$ cat src/rtl/dsep_pkg.sv
// Package: dsep_pkg
// Shared types for the data separator phase comparator.
// Assumes: nothing beyond a SystemVerilog-2017 compiler.
package dsep_pkg;

    // Region of the recovered-clock window in which a read-data edge fell.
    typedef enum logic [1:0] {
        PH_CENTER = 2'd0,
        PH_EARLY  = 2'd1,
        PH_LATE   = 2'd2
    } phase_e;

    // Which kind of transition an edge synchronizer reports.
    typedef enum logic {
        EV_FALL = 1'b0,
        EV_ANY  = 1'b1
    } edge_kind_e;

endpackage

$ cat src/rtl/dsep_edge_sync.sv
// Module: dsep_edge_sync
// Brings one asynchronous input into the clk domain through a chain of
// STAGES flops. It then flags, for a single cycle, either a falling edge
// or any transition, as KIND selects.
// Assumes: the input stays stable for at least one clk period between
// changes. INIT is the line's idle level, loaded during reset so that
// leaving reset does not raise a false event.
module dsep_edge_sync
    import dsep_pkg::*;
#(
    parameter int         STAGES = 2,
    parameter logic       INIT   = 1'b1,
    parameter edge_kind_e KIND   = EV_FALL
) (
    input  logic clk,
    input  logic rst_n,
    input  logic din,
    output logic event_o
);

    logic [STAGES-1:0] chain;
    logic              prev;

    // First synchronizer stage captures the raw pin.
    always_ff @(posedge clk) begin
        if (!rst_n) chain[0] <= INIT;
        else        chain[0] <= din;
    end

    // Remaining stages settle metastability.
    for (genvar gi = 1; gi < STAGES; gi++) begin : g_stage
        always_ff @(posedge clk) begin
            if (!rst_n) chain[gi] <= INIT;
            else        chain[gi] <= chain[gi-1];
        end
    end

    // Delayed copy of the synchronized level for edge detection.
    always_ff @(posedge clk) begin
        if (!rst_n) prev <= INIT;
        else        prev <= chain[STAGES-1];
    end

    // Event decode picked at elaboration.
    if (KIND == EV_FALL) begin : g_fall
        assign event_o = prev & ~chain[STAGES-1];
    end else begin : g_any
        assign event_o = prev ^ chain[STAGES-1];
    end

    // an event cannot repeat on the next cycle without a new change.
    a_r6_single_cycle_event: assert property (@(posedge clk) disable iff (!rst_n)
        (KIND == EV_FALL && event_o) |=> !event_o);

endmodule

$ cat src/rtl/dsep_window_timer.sv
// Module: dsep_window_timer
// Counts sampling ticks since the last window transition and sorts the
// current tick into the early, center or late region.
// Assumes: 0 < EARLY_TICKS <= LATE_START < 2*WIN_TICKS. The cycle in which
// win_edge is high is tick 0. The count saturates, and a window never
// opened (as after reset) reads as late.
module dsep_window_timer
    import dsep_pkg::*;
#(
    parameter int WIN_TICKS   = 16,
    parameter int EARLY_TICKS = WIN_TICKS / 4,
    parameter int LATE_START  = WIN_TICKS - WIN_TICKS / 4
) (
    input  logic   clk,
    input  logic   rst_n,
    input  logic   win_edge,
    output phase_e phase
);

    localparam int CNT_W = $clog2(2 * WIN_TICKS);
    localparam logic [CNT_W-1:0] CNT_MAX   = {CNT_W{1'b1}};
    localparam logic [CNT_W-1:0] EARLY_LIM = CNT_W'(EARLY_TICKS);
    localparam logic [CNT_W-1:0] LATE_LIM  = CNT_W'(LATE_START);

    logic [CNT_W-1:0] cnt_q;
    logic [CNT_W-1:0] tick;

    // Current tick: zero on a window transition, else the stored count.
    always_comb begin
        tick = win_edge ? '0 : cnt_q;
    end

    // Advance the count with saturation.
    always_ff @(posedge clk) begin
        if (!rst_n)               cnt_q <= CNT_MAX;
        else if (tick == CNT_MAX) cnt_q <= CNT_MAX;
        else                      cnt_q <= tick + CNT_W'(1);
    end

    // Region decision for the current tick.
    always_comb begin
        if (tick < EARLY_LIM)      phase = PH_EARLY;
        else if (tick >= LATE_LIM) phase = PH_LATE;
        else                       phase = PH_CENTER;
    end

    // a window transition restarts the count.
    a_r9_window_restart: assert property (@(posedge clk) disable iff (!rst_n)
        win_edge |=> (cnt_q == CNT_W'(1)));

    // the count holds at its ceiling while no window transition comes.
    a_r10_saturate: assert property (@(posedge clk) disable iff (!rst_n)
        (cnt_q == CNT_MAX && !win_edge) |=> (cnt_q == CNT_MAX));

endmodule

$ cat src/rtl/dsep_pump_ctrl.sv
// Module: dsep_pump_ctrl
// Turns a classified read-data edge into a timed up or down request. Each
// request lives in its own down-counter. A new edge replaces whatever is
// running, and a disable clears both counters.
// Assumes: strobe is a single-cycle pulse. phase is valid whenever strobe
// is high.
module dsep_pump_ctrl
    import dsep_pkg::*;
#(
    parameter int HOLD_CYCLES = 6
) (
    input  logic   clk,
    input  logic   rst_n,
    input  logic   en,
    input  logic   strobe,
    input  phase_e phase,
    output logic   up_oe,
    output logic   dn_oe
);

    localparam int HW = $clog2(HOLD_CYCLES + 1);
    localparam logic [HW-1:0] HOLD_V = HW'(HOLD_CYCLES);

    logic [HW-1:0] up_cnt;
    logic [HW-1:0] dn_cnt;

    // Load, cancel or count down the two request timers.
    always_ff @(posedge clk) begin
        if (!rst_n || !en) begin
            up_cnt <= '0;
            dn_cnt <= '0;
        end else if (strobe) begin
            unique case (phase)
                PH_EARLY: begin up_cnt <= HOLD_V; dn_cnt <= '0;     end
                PH_LATE:  begin up_cnt <= '0;     dn_cnt <= HOLD_V; end
                default:  begin up_cnt <= '0;     dn_cnt <= '0;     end
            endcase
        end else begin
            if (up_cnt != '0) up_cnt <= up_cnt - HW'(1);
            if (dn_cnt != '0) dn_cnt <= dn_cnt - HW'(1);
        end
    end

    // Output enables, forced off at once while disabled.
    always_comb begin
        up_oe = en && (up_cnt != '0);
        dn_oe = en && (dn_cnt != '0);
    end

    // an early edge loads the up timer and clears the down timer.
    a_r2_early_load: assert property (@(posedge clk) disable iff (!rst_n)
        (en && strobe && phase == PH_EARLY) |=> (up_cnt == HOLD_V && dn_cnt == '0));

    // a late edge loads the down timer and clears the up timer.
    a_r3_late_load: assert property (@(posedge clk) disable iff (!rst_n)
        (en && strobe && phase == PH_LATE) |=> (dn_cnt == HOLD_V && up_cnt == '0));

    // a center edge leaves no request running.
    a_r4_center_clear: assert property (@(posedge clk) disable iff (!rst_n)
        (en && strobe && phase == PH_CENTER) |=> (up_cnt == '0 && dn_cnt == '0));

    // a running up request shortens by one each cycle.
    a_r5_up_countdown: assert property (@(posedge clk) disable iff (!rst_n)
        (en && !strobe && up_cnt != '0) |=> (up_cnt == $past(up_cnt) - HW'(1)));

    // a running down request shortens by one each cycle.
    a_r5_dn_countdown: assert property (@(posedge clk) disable iff (!rst_n)
        (en && !strobe && dn_cnt != '0) |=> (dn_cnt == $past(dn_cnt) - HW'(1)));

    // a disable leaves nothing pending.
    a_r7_disable_clears: assert property (@(posedge clk) disable iff (!rst_n)
        !en |=> (up_cnt == '0 && dn_cnt == '0));

    // the two timers never run together.
    a_r8_timers_exclusive: assert property (@(posedge clk) disable iff (!rst_n)
        !(up_cnt != '0 && dn_cnt != '0));

endmodule

$ cat src/rtl/dsep_phase_cmp.sv
// Module: dsep_phase_cmp (top)
// Phase comparator of a floppy read-data separator. It synchronizes the
// read data and the recovered-clock window, times each read-data leading
// edge within the window, and issues up, down or no request as
// output-enables of three-state style lines.
// Assumes: clk is much faster than the window (WIN_TICKS ticks for each
// half-period). Both asynchronous inputs pass through equal-length
// synchronizers, so their timing relative to each other is kept.
module dsep_phase_cmp
    import dsep_pkg::*;
#(
    parameter int WIN_TICKS   = 16,
    parameter int EARLY_TICKS = WIN_TICKS / 4,
    parameter int LATE_START  = WIN_TICKS - WIN_TICKS / 4,
    parameter int HOLD_CYCLES = 6,
    parameter int SYNC_STAGES = 2
) (
    input  logic clk,
    input  logic rst_n,
    input  logic wr_gate,
    input  logic vfo_off,
    input  logic rd_data_n,
    input  logic rclk_win,
    output logic up_oe,
    output logic dn_oe,
    output logic adj_oe,
    output logic adj_val
);

    logic   rd_fall;
    logic   win_edge;
    logic   en;
    phase_e phase;

    // Clock recovery runs only while neither gate input is active.
    always_comb begin
        en = !wr_gate && !vfo_off;
    end

    dsep_edge_sync #(
        .STAGES (SYNC_STAGES),
        .INIT   (1'b1),
        .KIND   (EV_FALL)
    ) u_rd_sync (
        .clk     (clk),
        .rst_n   (rst_n),
        .din     (rd_data_n),
        .event_o (rd_fall)
    );

    dsep_edge_sync #(
        .STAGES (SYNC_STAGES),
        .INIT   (1'b0),
        .KIND   (EV_ANY)
    ) u_win_sync (
        .clk     (clk),
        .rst_n   (rst_n),
        .din     (rclk_win),
        .event_o (win_edge)
    );

    dsep_window_timer #(
        .WIN_TICKS   (WIN_TICKS),
        .EARLY_TICKS (EARLY_TICKS),
        .LATE_START  (LATE_START)
    ) u_timer (
        .clk      (clk),
        .rst_n    (rst_n),
        .win_edge (win_edge),
        .phase    (phase)
    );

    dsep_pump_ctrl #(
        .HOLD_CYCLES (HOLD_CYCLES)
    ) u_pump (
        .clk    (clk),
        .rst_n  (rst_n),
        .en     (en),
        .strobe (rd_fall),
        .phase  (phase),
        .up_oe  (up_oe),
        .dn_oe  (dn_oe)
    );

    // Combined adjust line, as if the two lines were tied together.
    always_comb begin
        adj_oe  = up_oe | dn_oe;
        adj_val = up_oe;
    end

    // the two line enables never overlap at the ports.
    a_r8_one_request: assert property (@(posedge clk) disable iff (!rst_n)
        !(up_oe && dn_oe));

    // a disabled comparator drives nothing.
    a_r7_float_disabled: assert property (@(posedge clk) disable iff (!rst_n)
        (wr_gate || vfo_off) |-> !adj_oe);

endmodule

$ cat config.mk
export PLATFORM = sky130hd
export DESIGN_NAME = dsep_phase_cmp
export DESIGN_NICKNAME = d
export VERILOG_FILES = /design/src/rtl/dsep_pkg.sv /design/src/rtl/dsep_edge_sync.sv /design/src/rtl/dsep_window_timer.sv /design/src/rtl/dsep_pump_ctrl.sv /design/src/rtl/dsep_phase_cmp.sv
export SDC_FILE = /design/constraint.sdc
export NUM_CORES = 1
export LEC_CHECK = 0
export BUFFER_PORTS_ARGS = -buffer_cell sky130_fd_sc_hd__buf_2
export CAP_MARGIN = 20
export CELL_PAD_IN_SITES_DETAIL_PLACEMENT = 0
export CELL_PAD_IN_SITES_GLOBAL_PLACEMENT = 2
export CORE_MARGIN = 3
export CORE_UTILIZATION = 36
export CTS_BUF_LIST = sky130_fd_sc_hd__clkbuf_4 sky130_fd_sc_hd__clkbuf_8
export CTS_CLUSTER_DIAMETER = 60
export DETAILED_ROUTE_END_ITERATION = 16
export PLACE_DENSITY_LB_ADDON = 0.1
export SLEW_MARGIN = 15
export SYNTH_ARGS = -nofsm -noshare
export SYNTH_HDL_FRONTEND = slang
export SYNTH_SLANG_ARGS = --single-unit
$ cat constraint.sdc
create_clock -name clk -period 1.9 [get_ports clk]
set_input_delay 0.095 -clock clk [delete_from_list [all_inputs] [get_ports clk]]
set_output_delay 0.095 -clock clk [all_outputs]
set_load 0.005 [all_outputs]
; ---- Yosys cells after proc, flatten, opt, wreduce, memory -nomap -nowiden
; Cells that the tools add are included.
[word_totals]
word_cells = 44
input_bits = 6
regBits = 17
[op_classes]
magnitude_cmp = 2
bitwise_logic = 5
n_reduce_logical = 13
n_mux = 9
n_eq_ne = 3
n_addsub = 3
[op_table]
columns = operator, n
row1 = 3-bit two-way mux, 6
row2 = 3-bit nonzero test, 2
row3 = "3-bit by 1-bit subtractor with 3-bit output, second input constant", 2
row4 = "5-bit by 1-bit adder with 5-bit output, second input constant", 1
row5 = "5-bit equality test, second input constant", 1
row6 = "5-bit by 4-bit >= comparator with 1-bit output, second input constant", 1
row7 = "5-bit by 3-bit < comparator with 1-bit output, second input constant", 1
row8 = 5-bit two-way mux, 1
row9 = 1-bit zero test, 4
row10 = 2-bit two-way mux, 2
row11 = 2-bit nonzero test, 2
row12 = 1-bit logical AND, 3
row13 = "2-bit by 1-bit equality test with 1-bit output, second input constant", 1
row14 = "2-bit equality test, second input constant", 1
row15 = 1-bit inverter, 2
row16 = 2-bit OR reduction, 1
row17 = 1-bit bitwise AND, 1
row18 = 1-bit logical OR, 1
row19 = 1-bit OR, 1
row20 = 1-bit bitwise XOR, 1

; ---- Logic depth before layout (Yosys ltp)
[logic_depth]
word_depth = 8
depth_mapped = 9

; ---- By module
; A second synthesis with hierarchy kept.
[hier_totals]
hier_cells = 80
hier_area_um2 = 790.8
[by_module_without_submodules]
columns = mod, seq_area_each_um2, cells_per_inst, area_each_um2, instances
row1 = dsep_pump_ctrl, 120.1, 38, 361.6, 1
row2 = dsep_window_timer, 100.1, 25, 237.7, 1
row3 = dsep_edge_sync (u_win_sync), 60.1, 7, 88.8, 1
row4 = dsep_edge_sync (u_rd_sync), 60.1, 7, 85.1, 1
row5 = dsep_phase_cmp, 0.0, 3, 17.5, 1

; ---- Least setup slack after synthesis
; No wires, ideal clock.
[synth_path]
kind = reg2reg
from = register u_win_sync.chain[1]
to = register u_timer.cnt_q[3]
arrival_time_ns = 1.418
path_stages_with_launch = 10
path_slack_ns = 0.348
period_less_slack_ns = 1.552
setup_ns = 0.134
path_cell_list = dfxtp_1 -> xnor2_2 -> nand2_1 -> inv_1 -> ha_1 -> nand3_1 -> nor2_1 -> ha_1 -> nor2b_1 -> o21ai_0
[synth_via]
elab_chain_cells = 4
[synth_lines]
columns = item, line
row1 = start: declaration, dsep_edge_sync.sv:21  ; logic [STAGES-1:0] chain;
row2 = start signal: indexed assignment, dsep_edge_sync.sv:34  ; else chain[gi] <= chain[gi-1];
row3 = 1-bit bitwise XOR *, dsep_edge_sync.sv:48  ; assign event_o = prev ^ chain[STAGES-1];
row4 = 5-bit two-way mux *, dsep_window_timer.sv:30  ; tick = win_edge ? '0 : cnt_q;
row5 = branches (longest 2 deep; another with 5-bit by 1-bit adder with 5-bit output), -
row6 = end signal: assignment, dsep_window_timer.sv:37  ; else cnt_q <= tick + CNT_W'(1);
row7 = end: declaration, dsep_window_timer.sv:25  ; logic [CNT_W-1:0] cnt_q;
; Mark *: on every way between the ends.
; A chain may end at the register's enable or synchronous reset.

; ---- Worst setup path in the final report
[layout_path]
from = register u_pump.up_cnt[0]
to = output port adj_oe
[layout_via]
elab_chain_cells = 3
[layout_lines]
columns = item, line
row1 = start: declaration, dsep_pump_ctrl.sv:24  ; logic [HW-1:0] up_cnt;
row2 = start signal: assignment, dsep_pump_ctrl.sv:39  ; if (up_cnt != '0) up_cnt <= up_cnt - HW'(1);
row3 = 3-bit nonzero test, dsep_pump_ctrl.sv:46  ; up_oe = en && (up_cnt != '0);
row4 = 1-bit logical AND, dsep_pump_ctrl.sv:46
row5 = 1-bit OR, dsep_phase_cmp.sv:87  ; adj_oe = up_oe | dn_oe;
row6 = end: declaration, dsep_phase_cmp.sv:26  ; output logic adj_oe,
; Every way passes these cells.

==> out/metrics.cfg <==
[run_status]
status = finished clean

[timing]
setup_viol = 0
fin_crit_sh_pct = 88.6
rsz0062_at_grt = no
tightest_slew_ps = 321
fin_crit_ps = 1680
finalClockSkew_ps = 3.08
slew_headroom_pct = 78.5
fmax_mhz = 594
drv_slew = 0
holdWs_ps = 116
tns_ps = 0
hold_viol = 0

[min_path]
hold_path_end = u_win_sync.chain[1]
whs_path_depth = 2
min_path_type = in -> reg
hold_start = rst_n

[power_and_ir_drop]
power_density_nw_per_um2 = 859
peakVddDrop_v = 0.000499
p_leak_uw = 0.000416

[global_route]
grt_pass1_vias = 535
grt_start_max_net_pins = 11
grt_pass1_wl_mm = 2.10
grt_use_total_pct = 10.5
antenna_found_initial = 0
grt_overflow = 0

[yosys]
syn-num-nets = 97
yosysUniqueCellTypes = 31
synthMuxAreaShare_pct = 2.62
yosys.area_share.simple_pct = 27.9
yosys_warnings = 0
postSynthAreaPerCell_sq_um = 9.65
synth_ff_type = dfxtp_1
synth_cells = 84
synth_compound_area_share_pct = 6.79
synth-edff-count = 0
synthXorXnorAreaFrac_pct = 5.25
netlist_area_sq_um = 811
synthAdderAreaFrac_pct = 10.8
ys_seq_elements = 17
synth-async-reset-ratio_pct = 0
synth_top_family_by_area = simple AND/OR/NAND/NOR gates
seq_area_frac_synth_pct = 42.0

[drt]
avgViaCountPerCell = 4.51
drtIter0Drc = 2
wirelength_mm = 1.16
vias = 564
route.detailed.drc = 0
ant_nets = 0
firstDrtPassIters = 2
post_drt_wl_per_cell_um = 9.27

[setup_path]
path_max_fanout = 6
crit_slowest_cell = dfxtp_1
worst_setup_path_end_kind = output port
cp_cell_sequence = inv_1 > ha_1 > ha_1 > nor3_1 > or2_2 > buf_2
critPathArrivalTime_ps = 1590
path_class = reg -> out
r2r-start = u_win_sync.chain[1]
cp_common_cell = ha_1
crit-reg2reg-capture = u_timer.cnt_q[4]
required_ps = 1800
ff2ff_path_depth = 8
crit_path_start_kind = register
r2r_slack_ps = 220
slowest_delay_ps = 350

[floorplan]
die_w_um = 53.5
die_h_um = 53.5
start_util_pct = 39.7
fp-row-count = 16
ios = 10
die_area_sq_um = 2860
core_sq_um = 2040

[finish]
final_nets = 112
design_area_sq_um = 932
syn2layout_area_growth_pct = 15.0
diodes = 0
drive_gt1_share_pct = 26.5

[job]
drv_cap = 0

[placed_design]
place_congestion = 0.760
placed_area_sq_um = 882
place.detailed.hpwl_um = 879
io_buffer_count = 9

[clocking]
insertion_delay_ps = 280
clock_sinks = 17
root_buffer = clkbuf_4
clk_pin_slew_ps = 100
clock_path_buffers = 2
htreeDepth = 1
tritoncts = yes
numCtsBuffers = 3

-- sequential cells by signal (all words and copies together), names as in the netlist --
name              flops
u_rd_sync.chain       2
u_timer.cnt_q         5
u_win_sync.chain      2
u_pump.dn_cnt         3
u_rd_sync.prev        1
u_pump.up_cnt         3
u_win_sync.prev       1
-- critical path: cells and delay by family, from the launching register on --
family                     cells  cell delay, ps
adders and majority gates      2             440
and+or+nand+nor                2             370
buffers and inverters          2             150
DFF                            1             350
-- layout by cell type, fill, tap and decap left out, types with 2 or more instances in the layout --
master         instances
a21oi_1                4
and2_1                 2
and2_2                 2
buf_2                  9
clkbuf_4               3
dfxtp_1               17
dlygate4sd3_1          2
ha_1                   7
inv_1                  8
nand2_1                4
nand2b_1               6
nand3_1                2
nor2_1                 5
nor2b_2                2
nor3_1                 2
nor3_2                 2
o21ai_1                2
or2b_1                 3
xor2_1                 2
-- logic make-up (layout without fill, tap and decap cells) --
family / after synthesis / after routing
buf+inv: 9 / 23
mux: 2 / 2
flops: 17 / 17
compound gates: 9 / 9
fa+ha+maj: 7 / 7
xor+xnor: 4 / 4
simple gates: 36 / 36
-- metrics by stage --
stage / power [uW] / worst slack, ps / util (%) / instances
2_1_floorplan: 577 / 348 / - / 84
3_3_place_gp: 621 / 192 / 43.2 / 119
3_5_place_dp: 619 / 157 / 43.2 / 119
4_1_cts: 810 / 136 / 45.5 / 125
5_1_grt: 869 / 28.5 / 45.6 / 125
6_report: 800 / 217 / 45.6 / 125
-- power by group --
part / leakage, uW / internal [uW] / total [uW] / switching, uW
clock network: 0.0000177 / 78.1 / 186 / 108
logic: 0.000259 / 90.2 / 172 / 81.6
registers: 0.000140 / 404 / 443 / 38.8
-- area by class of cell --
| type | instances | area (sq um) |
|---|---|---|
| clock buffer | 3 | 22.5 |
| clock inverter | 1 | 5.00 |
| fill | 208 | 1110 |
| inverter | 8 | 30.0 |
| multi-input combinational | 58 | 435 |
| sequential | 17 | 340 |
| tap | 27 | 33.8 |
| timing repair buffer | 11 | 65.1 |
-- synth_stat cells (all sizes together), types with 2 or more instances --
| master | instances | share of area (%) |
|---|---|---|
| inv | 8 | 3.7 |
| xnor2 | 2 | 3.1 |
| or2b | 3 | 2.8 |
| xor2 | 2 | 2.2 |
| dfxtp | 17 | 42 |
| nand2b | 7 | 5.7 |
| nor2 | 5 | 2.3 |
| ha | 7 | 11 |
| nor2b | 2 | 1.9 |
| nand3 | 2 | 1.2 |
| o21ai | 4 | 2.9 |
| nor3 | 4 | 3.7 |
| a21oi | 4 | 2.5 |
| and2 | 4 | 3.4 |
| nand2 | 4 | 1.9 |
-- what timing repair did --
item | 4_1_cts | 5_1_grt
endpoints found under the hold margin | 2 | 0
setup endpoints to repair | 0 | 2
buffers inserted | 0 | 0
resized for setup | 0 | 1
hold buffers | 2 | 0
-- routing by layer --
metal / vias to the layer above / wire length [um] / global-route usage (%)
li1: 301 / - / -
met1: 247 / 570 / 12.4
met2: 12 / 500 / 16.1
met3: 4 / 68 / 2.54
met4: 0 / 21 / 7.66
met5: - / 0 / 0
-- worst max-delay path by stage --
stage	start	to	slack, ps	cells after the start
after floorplan	u_win_sync.chain[1]	u_timer.cnt_q[3]	350	9
after global placement	u_win_sync.chain[1]	u_timer.cnt_q[3]	190	9
after detailed placement	u_win_sync.chain[1]	u_timer.cnt_q[3]	160	9
after CTS	u_win_sync.chain[1]	u_timer.cnt_q[3]	140	9
after global routing	u_win_sync.chain[1]	u_timer.cnt_q[4]	30	8
final	u_pump.up_cnt[0]	adj_oe	220	6
Power figures use the tool's default switching activity.
